**src/rtl/ptp_ts_pkg.sv**
```systemverilog
package ptp_ts_pkg;
  localparam int SEC_W = 48;
  localparam int NS_W  = 30;
  localparam logic [NS_W:0] NS_PER_SEC = 31'd1_000_000_000;

  typedef struct packed {
    logic [SEC_W-1:0] sec;
    logic [NS_W-1:0]  ns;
  } tod_t;

  typedef enum logic [2:0] {
    ENC_WAIT,
    ENC_L2,
    ENC_V4,
    ENC_V6,
    ENC_DROP
  } enc_e;

  localparam logic [15:0] ETY_PTP  = 16'h88F7;
  localparam logic [15:0] ETY_VLAN = 16'h8100;
  localparam logic [15:0] ETY_IPV4 = 16'h0800;
  localparam logic [15:0] ETY_IPV6 = 16'h86DD;
  localparam logic [7:0]  PROTO_UDP = 8'd17;
  localparam logic [7:0]  V4_FIRST  = 8'h45;
  localparam logic [7:0]  PORT_HI   = 8'h01;
  localparam logic [7:0]  PORT_LO   = 8'h3F;
endpackage

```
**src/rtl/ptp_tod_counter.sv**
```systemverilog
module ptp_tod_counter
  import ptp_ts_pkg::*;
(
  input  logic            clk,
  input  logic            rst_n,
  input  logic [NS_W-1:0] inc_i,
  output tod_t            now_o
);
  logic [SEC_W-1:0] sec_q;
  logic [NS_W-1:0]  ns_q;
  logic [NS_W:0]    sum;

  assign sum = {1'b0, ns_q} + {1'b0, inc_i};

  always_ff @(posedge clk) begin
    if (!rst_n) begin
      sec_q <= '0;
      ns_q  <= '0;
    end else if (sum >= NS_PER_SEC) begin
      ns_q  <= NS_W'(sum - NS_PER_SEC);
      sec_q <= sec_q + 1'b1;
    end else begin
      ns_q  <= sum[NS_W-1:0];
    end
  end

  assign now_o = '{sec: sec_q, ns: ns_q};

  assert_ns_range_R1: assert property (@(posedge clk) disable iff (!rst_n)
    ({1'b0, ns_q} < NS_PER_SEC));

  assert_carry_R2: assert property (@(posedge clk) disable iff (!rst_n)
    1'b1 |=> ((ns_q < $past(ns_q)) == (sec_q == $past(sec_q) + 1'b1)));
endmodule

```
**src/rtl/ptp_frame_parser.sv**
```systemverilog
module ptp_frame_parser
  import ptp_ts_pkg::*;
#(
  parameter int POS_W = 11,
  parameter int N_EVT = 4,
  localparam int SEL_W = $clog2(N_EVT)
) (
  input  logic             clk,
  input  logic             rst_n,
  input  logic             sfd_i,
  input  logic             eof_i,
  input  logic             valid_i,
  input  logic [7:0]       data_i,
  output logic             evt_o,
  output logic [SEL_W-1:0] evt_kind_o
);
  localparam logic [POS_W-1:0] L2_HDR   = POS_W'(14);
  localparam logic [POS_W-1:0] TAG_LEN  = POS_W'(4);
  localparam logic [POS_W-1:0] V4_PTP   = POS_W'(28);
  localparam logic [POS_W-1:0] V6_PTP   = POS_W'(48);

  logic             open_q, tag_q;
  logic [POS_W-1:0] pos_q, base_q, rel;
  logic [7:0]       hi_q;
  enc_e             enc_q;
  logic             ptp_here;
  logic [15:0]      ety;

  assign rel = pos_q - base_q;
  assign ety = {hi_q, data_i};

  always_comb begin
    unique case (enc_q)
      ENC_L2:  ptp_here = (rel == '0);
      ENC_V4:  ptp_here = (rel == V4_PTP);
      ENC_V6:  ptp_here = (rel == V6_PTP);
      default: ptp_here = 1'b0;
    endcase
  end

  assign evt_o      = open_q && valid_i && ptp_here && (int'(data_i[3:0]) < N_EVT);
  assign evt_kind_o = data_i[SEL_W-1:0];

  always_ff @(posedge clk) begin
    if (!rst_n) begin
      open_q <= 1'b0;
      tag_q  <= 1'b0;
      pos_q  <= '0;
      base_q <= L2_HDR;
      hi_q   <= '0;
      enc_q  <= ENC_DROP;
    end else if (sfd_i) begin
      open_q <= 1'b1;
      tag_q  <= 1'b0;
      pos_q  <= '0;
      base_q <= L2_HDR;
      enc_q  <= ENC_WAIT;
    end else if (eof_i) begin
      open_q <= 1'b0;
      enc_q  <= ENC_DROP;
    end else if (open_q && valid_i) begin
      if (pos_q != '1) pos_q <= pos_q + 1'b1;
      if (enc_q == ENC_WAIT) begin
        if (pos_q == base_q - POS_W'(2)) begin
          hi_q <= data_i;
        end else if (pos_q == base_q - POS_W'(1)) begin
          if (ety == ETY_VLAN && !tag_q) begin
            tag_q  <= 1'b1;
            base_q <= base_q + TAG_LEN;
          end else if (ety == ETY_PTP)  enc_q <= ENC_L2;
          else if (ety == ETY_IPV4)     enc_q <= ENC_V4;
          else if (ety == ETY_IPV6)     enc_q <= ENC_V6;
          else                          enc_q <= ENC_DROP;
        end
      end else if (ptp_here) begin
        enc_q <= ENC_DROP;
      end else if (enc_q == ENC_V4) begin
        if ((rel == POS_W'(0)  && data_i != V4_FIRST) ||
            (rel == POS_W'(9)  && data_i != PROTO_UDP) ||
            (rel == POS_W'(22) && data_i != PORT_HI) ||
            (rel == POS_W'(23) && data_i != PORT_LO))
          enc_q <= ENC_DROP;
      end else if (enc_q == ENC_V6) begin
        if ((rel == POS_W'(6)  && data_i != PROTO_UDP) ||
            (rel == POS_W'(42) && data_i != PORT_HI) ||
            (rel == POS_W'(43) && data_i != PORT_LO))
          enc_q <= ENC_DROP;
      end
    end
  end

  assert_single_evt_R8: assert property (@(posedge clk) disable iff (!rst_n)
    evt_o && !sfd_i |=> !evt_o);

  assert_no_enc_early_R5: assert property (@(posedge clk) disable iff (!rst_n)
    (open_q && enc_q != ENC_WAIT && enc_q != ENC_DROP) |-> (pos_q >= L2_HDR));
endmodule

```
**src/rtl/ptp_ts_capture.sv**
```systemverilog
module ptp_ts_capture
  import ptp_ts_pkg::*;
#(
  parameter int N_EVT = 4,
  localparam int SEL_W = $clog2(N_EVT)
) (
  input  logic             clk,
  input  logic             rst_n,
  input  logic             commit_i,
  input  logic [SEL_W-1:0] kind_i,
  input  tod_t             cand_i,
  input  logic [SEL_W-1:0] rd_sel_i,
  output tod_t             rd_o
);
  tod_t slot_q [N_EVT];

  for (genvar k = 0; k < N_EVT; k++) begin : g_slot
    always_ff @(posedge clk) begin
      if (!rst_n)                                       slot_q[k] <= '0;
      else if (commit_i && kind_i == SEL_W'(k))         slot_q[k] <= cand_i;
    end

    assert_hold_R11: assert property (@(posedge clk) disable iff (!rst_n)
      !(commit_i && kind_i == SEL_W'(k)) |=> $stable(slot_q[k]));

    assert_load_R10: assert property (@(posedge clk) disable iff (!rst_n)
      (commit_i && kind_i == SEL_W'(k)) |=> (slot_q[k] == $past(cand_i)));
  end

  assign rd_o = slot_q[rd_sel_i];
endmodule

```
**src/rtl/ptp_ts_unit.sv**
```systemverilog
module ptp_ts_unit
  import ptp_ts_pkg::*;
#(
  parameter int POS_W = 11,
  parameter int N_EVT = 4,
  localparam int SEL_W = $clog2(N_EVT)
) (
  input  logic             clk,
  input  logic             rst_n,
  input  logic [29:0]      inc_ns_i,
  input  logic             mii_valid_i,
  input  logic [7:0]       mii_data_i,
  input  logic             mii_sfd_i,
  input  logic             mii_eof_i,
  output logic [47:0]      now_sec_o,
  output logic [29:0]      now_ns_o,
  output logic             ts_point_o,
  output logic             ptp_event_o,
  input  logic [SEL_W-1:0] rd_sel_i,
  output logic [47:0]      rd_sec_o,
  output logic [29:0]      rd_ns_o
);
  tod_t             now, cand_q, rd;
  logic             evt;
  logic [SEL_W-1:0] kind;
  logic             point_q, evt_q;

  ptp_tod_counter i_tod (
    .clk   (clk),
    .rst_n (rst_n),
    .inc_i (inc_ns_i),
    .now_o (now)
  );

  ptp_frame_parser #(.POS_W(POS_W), .N_EVT(N_EVT)) i_parse (
    .clk        (clk),
    .rst_n      (rst_n),
    .sfd_i      (mii_sfd_i),
    .eof_i      (mii_eof_i),
    .valid_i    (mii_valid_i),
    .data_i     (mii_data_i),
    .evt_o      (evt),
    .evt_kind_o (kind)
  );

  ptp_ts_capture #(.N_EVT(N_EVT)) i_cap (
    .clk      (clk),
    .rst_n    (rst_n),
    .commit_i (evt),
    .kind_i   (kind),
    .cand_i   (cand_q),
    .rd_sel_i (rd_sel_i),
    .rd_o     (rd)
  );

  always_ff @(posedge clk) begin
    if (!rst_n) begin
      cand_q  <= '0;
      point_q <= 1'b0;
      evt_q   <= 1'b0;
    end else begin
      if (mii_sfd_i) cand_q <= now;
      if (mii_sfd_i)      point_q <= 1'b1;
      else if (mii_eof_i) point_q <= 1'b0;
      if (mii_sfd_i)      evt_q <= 1'b0;
      else if (evt)       evt_q <= 1'b1;
      else if (mii_eof_i) evt_q <= 1'b0;
    end
  end

  assign now_sec_o   = now.sec;
  assign now_ns_o    = now.ns;
  assign ts_point_o  = point_q;
  assign ptp_event_o = evt_q;
  assign rd_sec_o    = rd.sec;
  assign rd_ns_o     = rd.ns;

  assert_point_rise_R3: assert property (@(posedge clk) disable iff (!rst_n)
    mii_sfd_i |=> ts_point_o);

  assert_point_fall_R3: assert property (@(posedge clk) disable iff (!rst_n)
    mii_eof_i && !mii_sfd_i |=> !ts_point_o);

  assert_evt_fall_R9: assert property (@(posedge clk) disable iff (!rst_n)
    mii_eof_i && !mii_sfd_i |=> !ptp_event_o);

  assert_evt_in_frame_R9: assert property (@(posedge clk) disable iff (!rst_n)
    ptp_event_o |-> ts_point_o);

  assert_cand_R4: assert property (@(posedge clk) disable iff (!rst_n)
    mii_sfd_i |=> (cand_q == $past(now)));
endmodule

```
**config.mk**
```make
export PLATFORM = sky130hd
export DESIGN_NAME = ptp_ts_unit
export DESIGN_NICKNAME = d
export VERILOG_FILES = /design/src/rtl/ptp_ts_pkg.sv /design/src/rtl/ptp_tod_counter.sv /design/src/rtl/ptp_frame_parser.sv /design/src/rtl/ptp_ts_capture.sv /design/src/rtl/ptp_ts_unit.sv
export SDC_FILE = /design/constraint.sdc
export NUM_CORES = 1
export LEC_CHECK = 0
export ABC_AREA = 1
export BUFFER_PORTS_ARGS = -buffer_cell sky130_fd_sc_hd__buf_2
export CORE_MARGIN = 2
export CORE_UTILIZATION = 57
export DETAILED_ROUTE_END_ITERATION = 7
export PLACE_DENSITY = 0.76
export SYNTH_ARGS = -nofsm -noshare
export SYNTH_HDL_FRONTEND = slang
export SYNTH_SLANG_ARGS = --single-unit
```
**constraint.sdc**
```tcl
create_clock -name clk -period 4.6 [get_ports clk]
set_input_delay 0 -clock clk [delete_from_list [all_inputs] [get_ports clk]]
set_output_delay 0 -clock clk [all_outputs]
set_load 0.05 [all_outputs]
```
==> results.toml <==
[worst_hold_path]
worstHoldPathCells = 5
hold_start = "mii_data_i[0]"
worstHoldEndpoint = "i_parse.hi_q[0]$_SDFFE_PN0P_"
hp-class = "input pin to register"

[setup_path]
worstPathCellList = "inv_1, fa_1, nand3_1, nand3_1, nand2_1, nor2_1, o21bai_1, nand2_1, nor2_2, nand4_1, nand2_1, nand2_1, nor3_4, nand3_1, nand2_4, buf_12"
worstPathRequired_ns = 4.88
cp_slowest_stage_delay_ns = 0.49
cp-start-kind = "register"
rrSetupSlack_ns = 0.75
critPathMaxFanout = 33
reg2regPathDepth = 16
arrival_ns = 4.13
path_class = "register to register"
critPathCaptureType = "register"
crit_family = "simple AND/OR/NAND/NOR gates"
cp_slowest_cell = "nand2_4"
reg2reg_to = "i_cap.slot_q[2][15]$_SDFFCE_PN0P_"
critPathMostFrequentCell = "nand2_1"
rr_startpoint = "i_parse.base_q[2]$_SDFFE_PP1P_"
critPathBufInv = 2

[power]
p_clk_share_pct = 30.5
p_per_area_nw_per_um2 = 474.9
report.power.total_uw = 13360
net-switching-power_uw = 4956
irDropWorstVdd_mv = 0.3748
p_int_uw = 8404
p_sw_share_pct = 37.10
p_seq_share_pct = 39.5
leakage_uw = 0.01134
power.share.combinational_pct = 29.9

[layout]
layout-drive-gt1-share_pct = 10.32
area_growth_syn_to_layout_pct = 13.32
nets = 3286
fin_util_pct = 65.30
fin_area_um2 = 28130

[clocking]
root_buffer = "clkbuf_16"
cts.sinks = 502
postCtsSetupBuffers = 0
ctsResizeCount = 0
cts_tree = "built"
clk_pin_slew_ns = 0.06
cts_hold_buf = 21
clk_path_buf_depth = 3
h-tree-depth = 2
cts_buffers = 51
clkLatencyLatePin_ns = 0.60

[route]
routed-via-count = 21727
via_per_inst = 5.685
wl_met3_um = 6428
wl_per_cell_um = 18.75
top_layer_used = "met4"
drc = 0
drt_iter0_markers = 1921
wl_met2_um = 32930
antenna_left = 0
wl_met1_um = 30100
wl_um = 71680
firstDrtPassIters = 6

[timing]
period_minus_slack_ns = 3.849
finalClockSkew_ns = 0.02415
fmax_ghz = 0.2598
tightest_slew_ns = 1.096
period_share_pct = 83.67
tns_ns = 0
finalHoldViolations = 0
slew_headroom_pct = 26.96
hold_ws_ns = 0.04782
slew_viol_final = 0
rsz0062_at_grt = "no"
setup_viol = 0

[floorplan]
die_x_um = 212.7
initial_core_util_pct = 57.63
coreArea_um2 = 43080
io_pins = 203
num_rows = 76
dieArea_um2 = 45240
die_h_um = 212.7

[synthesis]
synth_edf_count = 312
ys_warn_count = 0
yosysMostFrequentCell = "nor2_1"
synth_ff_type = "edfxtp_1"
syn_area_um2 = 24830
synth_top_area_cell = "edfxtp_1"
synth_top_area_share_pct = 37.74
postSynthCellCount = 3034
async_flop_share_pct = 0
syn_nets = 3126
ys_top_cells_by_area = "edfxtp_1 38%, dfxtp_1 15%, nor2_1 9.7%, nand2_1 7.3%, o21ai_0 5.3%"
synth_common_cells = "641 x nor2_1, 484 x nand2_1, 322 x inv_1"
ys_ff_latch = 502
yosysSeqAreaShare_pct = 53.06
syn_avg_cell_area_um2 = 8.182
ys_types = 44

[job]
cap_violations = 0

[placement]
io_buffers = 202
dp_hpwl_um = 47930
gp_congestion = 0.9962
placed_area_um2 = 26280

[global_route]
grt_pass1_wl_um = 110600
antenna_found_initial = 1
grt_pass1_vias = 20530
grt_usage_pct = 31.54
grt_max_degree = 83
gr-total-overflow = 0

[outcome]
status = "finished clean"
-- area by class of cell --
| class | instances | area, um2 |
|---|---|---|
| Clock inverter | 17 | 163.9 |
| Multi-Input combinational cell | 2063 | 9847 |
| Sequential cell | 502 | 13170 |
| Inverter | 328 | 1234 |
| Antenna cell | 1 | 2.502 |
| Clock buffer | 78 | 1478 |
| Timing Repair Buffer | 248 | 1501 |
| Fill cell | 3641 | 14950 |
| Tap cell | 585 | 732.0 |
-- through the flow --
step,setup WS (ns),cells
after floorplan,0.3229,3034
after global placement,0.8886,3705
after detailed placement,0.7673,3705
after CTS,0.7278,3821
after global routing,0.4777,3821
final,0.7511,3822
-- cell families after synthesis --
| logic type | count (synthesis) | synth area share, % |
|---|---|---|
| and+or+nand+nor | 1407 | 23.50 |
| AOI/OAI and AO/OA | 562 | 11.89 |
| DFF | 502 | 53.06 |
| buffers and inverters | 469 | 7.459 |
| xor gates and xnor gates | 47 | 1.658 |
| adders and majority gates | 47 | 2.429 |
-- how the worst max path moves through the flow --
stage | slack [ns] | endpoint | depth (start not counted) | startpoint
2_1_floorplan | 0.32 | i_cap.slot_q[2][0]$_SDFFCE_PN0P_ | 15 | i_parse.base_q[2]$_SDFFE_PP1P_
3_3_place_gp | 0.89 | i_cap.slot_q[2][7]$_SDFFCE_PN0P_ | 16 | i_parse.base_q[2]$_SDFFE_PP1P_
3_5_place_dp | 0.77 | i_cap.slot_q[2][5]$_SDFFCE_PN0P_ | 16 | i_parse.base_q[2]$_SDFFE_PP1P_
4_1_cts | 0.73 | i_cap.slot_q[2][24]$_SDFFCE_PN0P_ | 17 | i_parse.base_q[2]$_SDFFE_PP1P_
5_1_grt | 0.48 | i_cap.slot_q[2][21]$_SDFFCE_PN0P_ | 16 | i_parse.base_q[2]$_SDFFE_PP1P_
6_report | 0.75 | i_cap.slot_q[2][15]$_SDFFCE_PN0P_ | 16 | i_parse.base_q[2]$_SDFFE_PP1P_
-- flip-flops by register name, indices dropped and copies added (netlist names) --
register and count:
i_cap.slot_q 312, i_parse.pos_q 11, ptp_event_o 1, i_tod.ns_q 30
i_parse.tag_q 1, i_parse.open_q 1, i_tod.sec_q 48, i_parse.enc_q 3
i_parse.hi_q 8, cand_q 78, i_parse.base_q 9
-- power groups by stage --
stage	Sequential, uW	Clock, uW	Combinational (uW)
6_report	5280	4080	4000
5_1_grt	5300	4280	4440
4_1_cts	5270	4100	3960
3_5_place_dp	5370	0	3930
3_3_place_gp	5370	0	3880
2_1_floorplan	5630	0	2660
-- routing by layer --
metal | track usage (%) | vias up
met2 | 50.34 | 931
met1 | 43.62 | 10232
met4 | 10.97 | 0
li1 | - | 10426
met3 | 5.530 | 138
met5 | 0 | -
-- worst reg2reg max path: stages (launching register included) --
cell and delay, ns:
dfxtp_1 0.36, inv_1 0.13, fa_1 0.47, nand3_1 0.11, nand3_1 0.10, nand2_1 0.08
nor2_1 0.06, o21bai_1 0.12, nand2_1 0.09, nor2_2 0.21, nand4_1 0.13, nand2_1 0.10
nand2_1 0.10, nor3_4 0.47, nand3_1 0.23, nand2_4 0.49, buf_12 0.27
-- layout by cell type, fill, tap and decap left out, types with 4 or more instances in the layout --
cell type | synthesis | final
nand2_4 | 1 | 5
nor4_1 | 24 | 24
nand2_1 | 484 | 480
o22ai_1 | 79 | 79
o21bai_1 | 6 | 6
nor2_2 | 12 | 12
nand3_2 | 5 | 4
inv_1 | 322 | 320
xnor2_1 | 13 | 13
and2_1 | 6 | 6
nor2_1 | 641 | 641
buf_4 | 0 | 20
inv_2 | 4 | 4
xor2_1 | 34 | 34
nand3b_1 | 4 | 4
edfxtp_1 | 312 | 312
nor3_1 | 44 | 44
clkinv_1 | 2 | 8
nand4_1 | 53 | 53
o21ai_0 | 262 | 262
a21oi_1 | 204 | 204
clkbuf_16 | 0 | 51
dlygate4sd3_1 | 0 | 21
buf_2 | 13 | 200
ha_1 | 45 | 45
buf_12 | 0 | 7
clkinv_2 | 0 | 4
clkbuf_1 | 115 | 17
clkbuf_8 | 0 | 10
dfxtp_1 | 190 | 190
nand3_1 | 123 | 123
No activity file was read; power rests on OpenSTA's default activity.
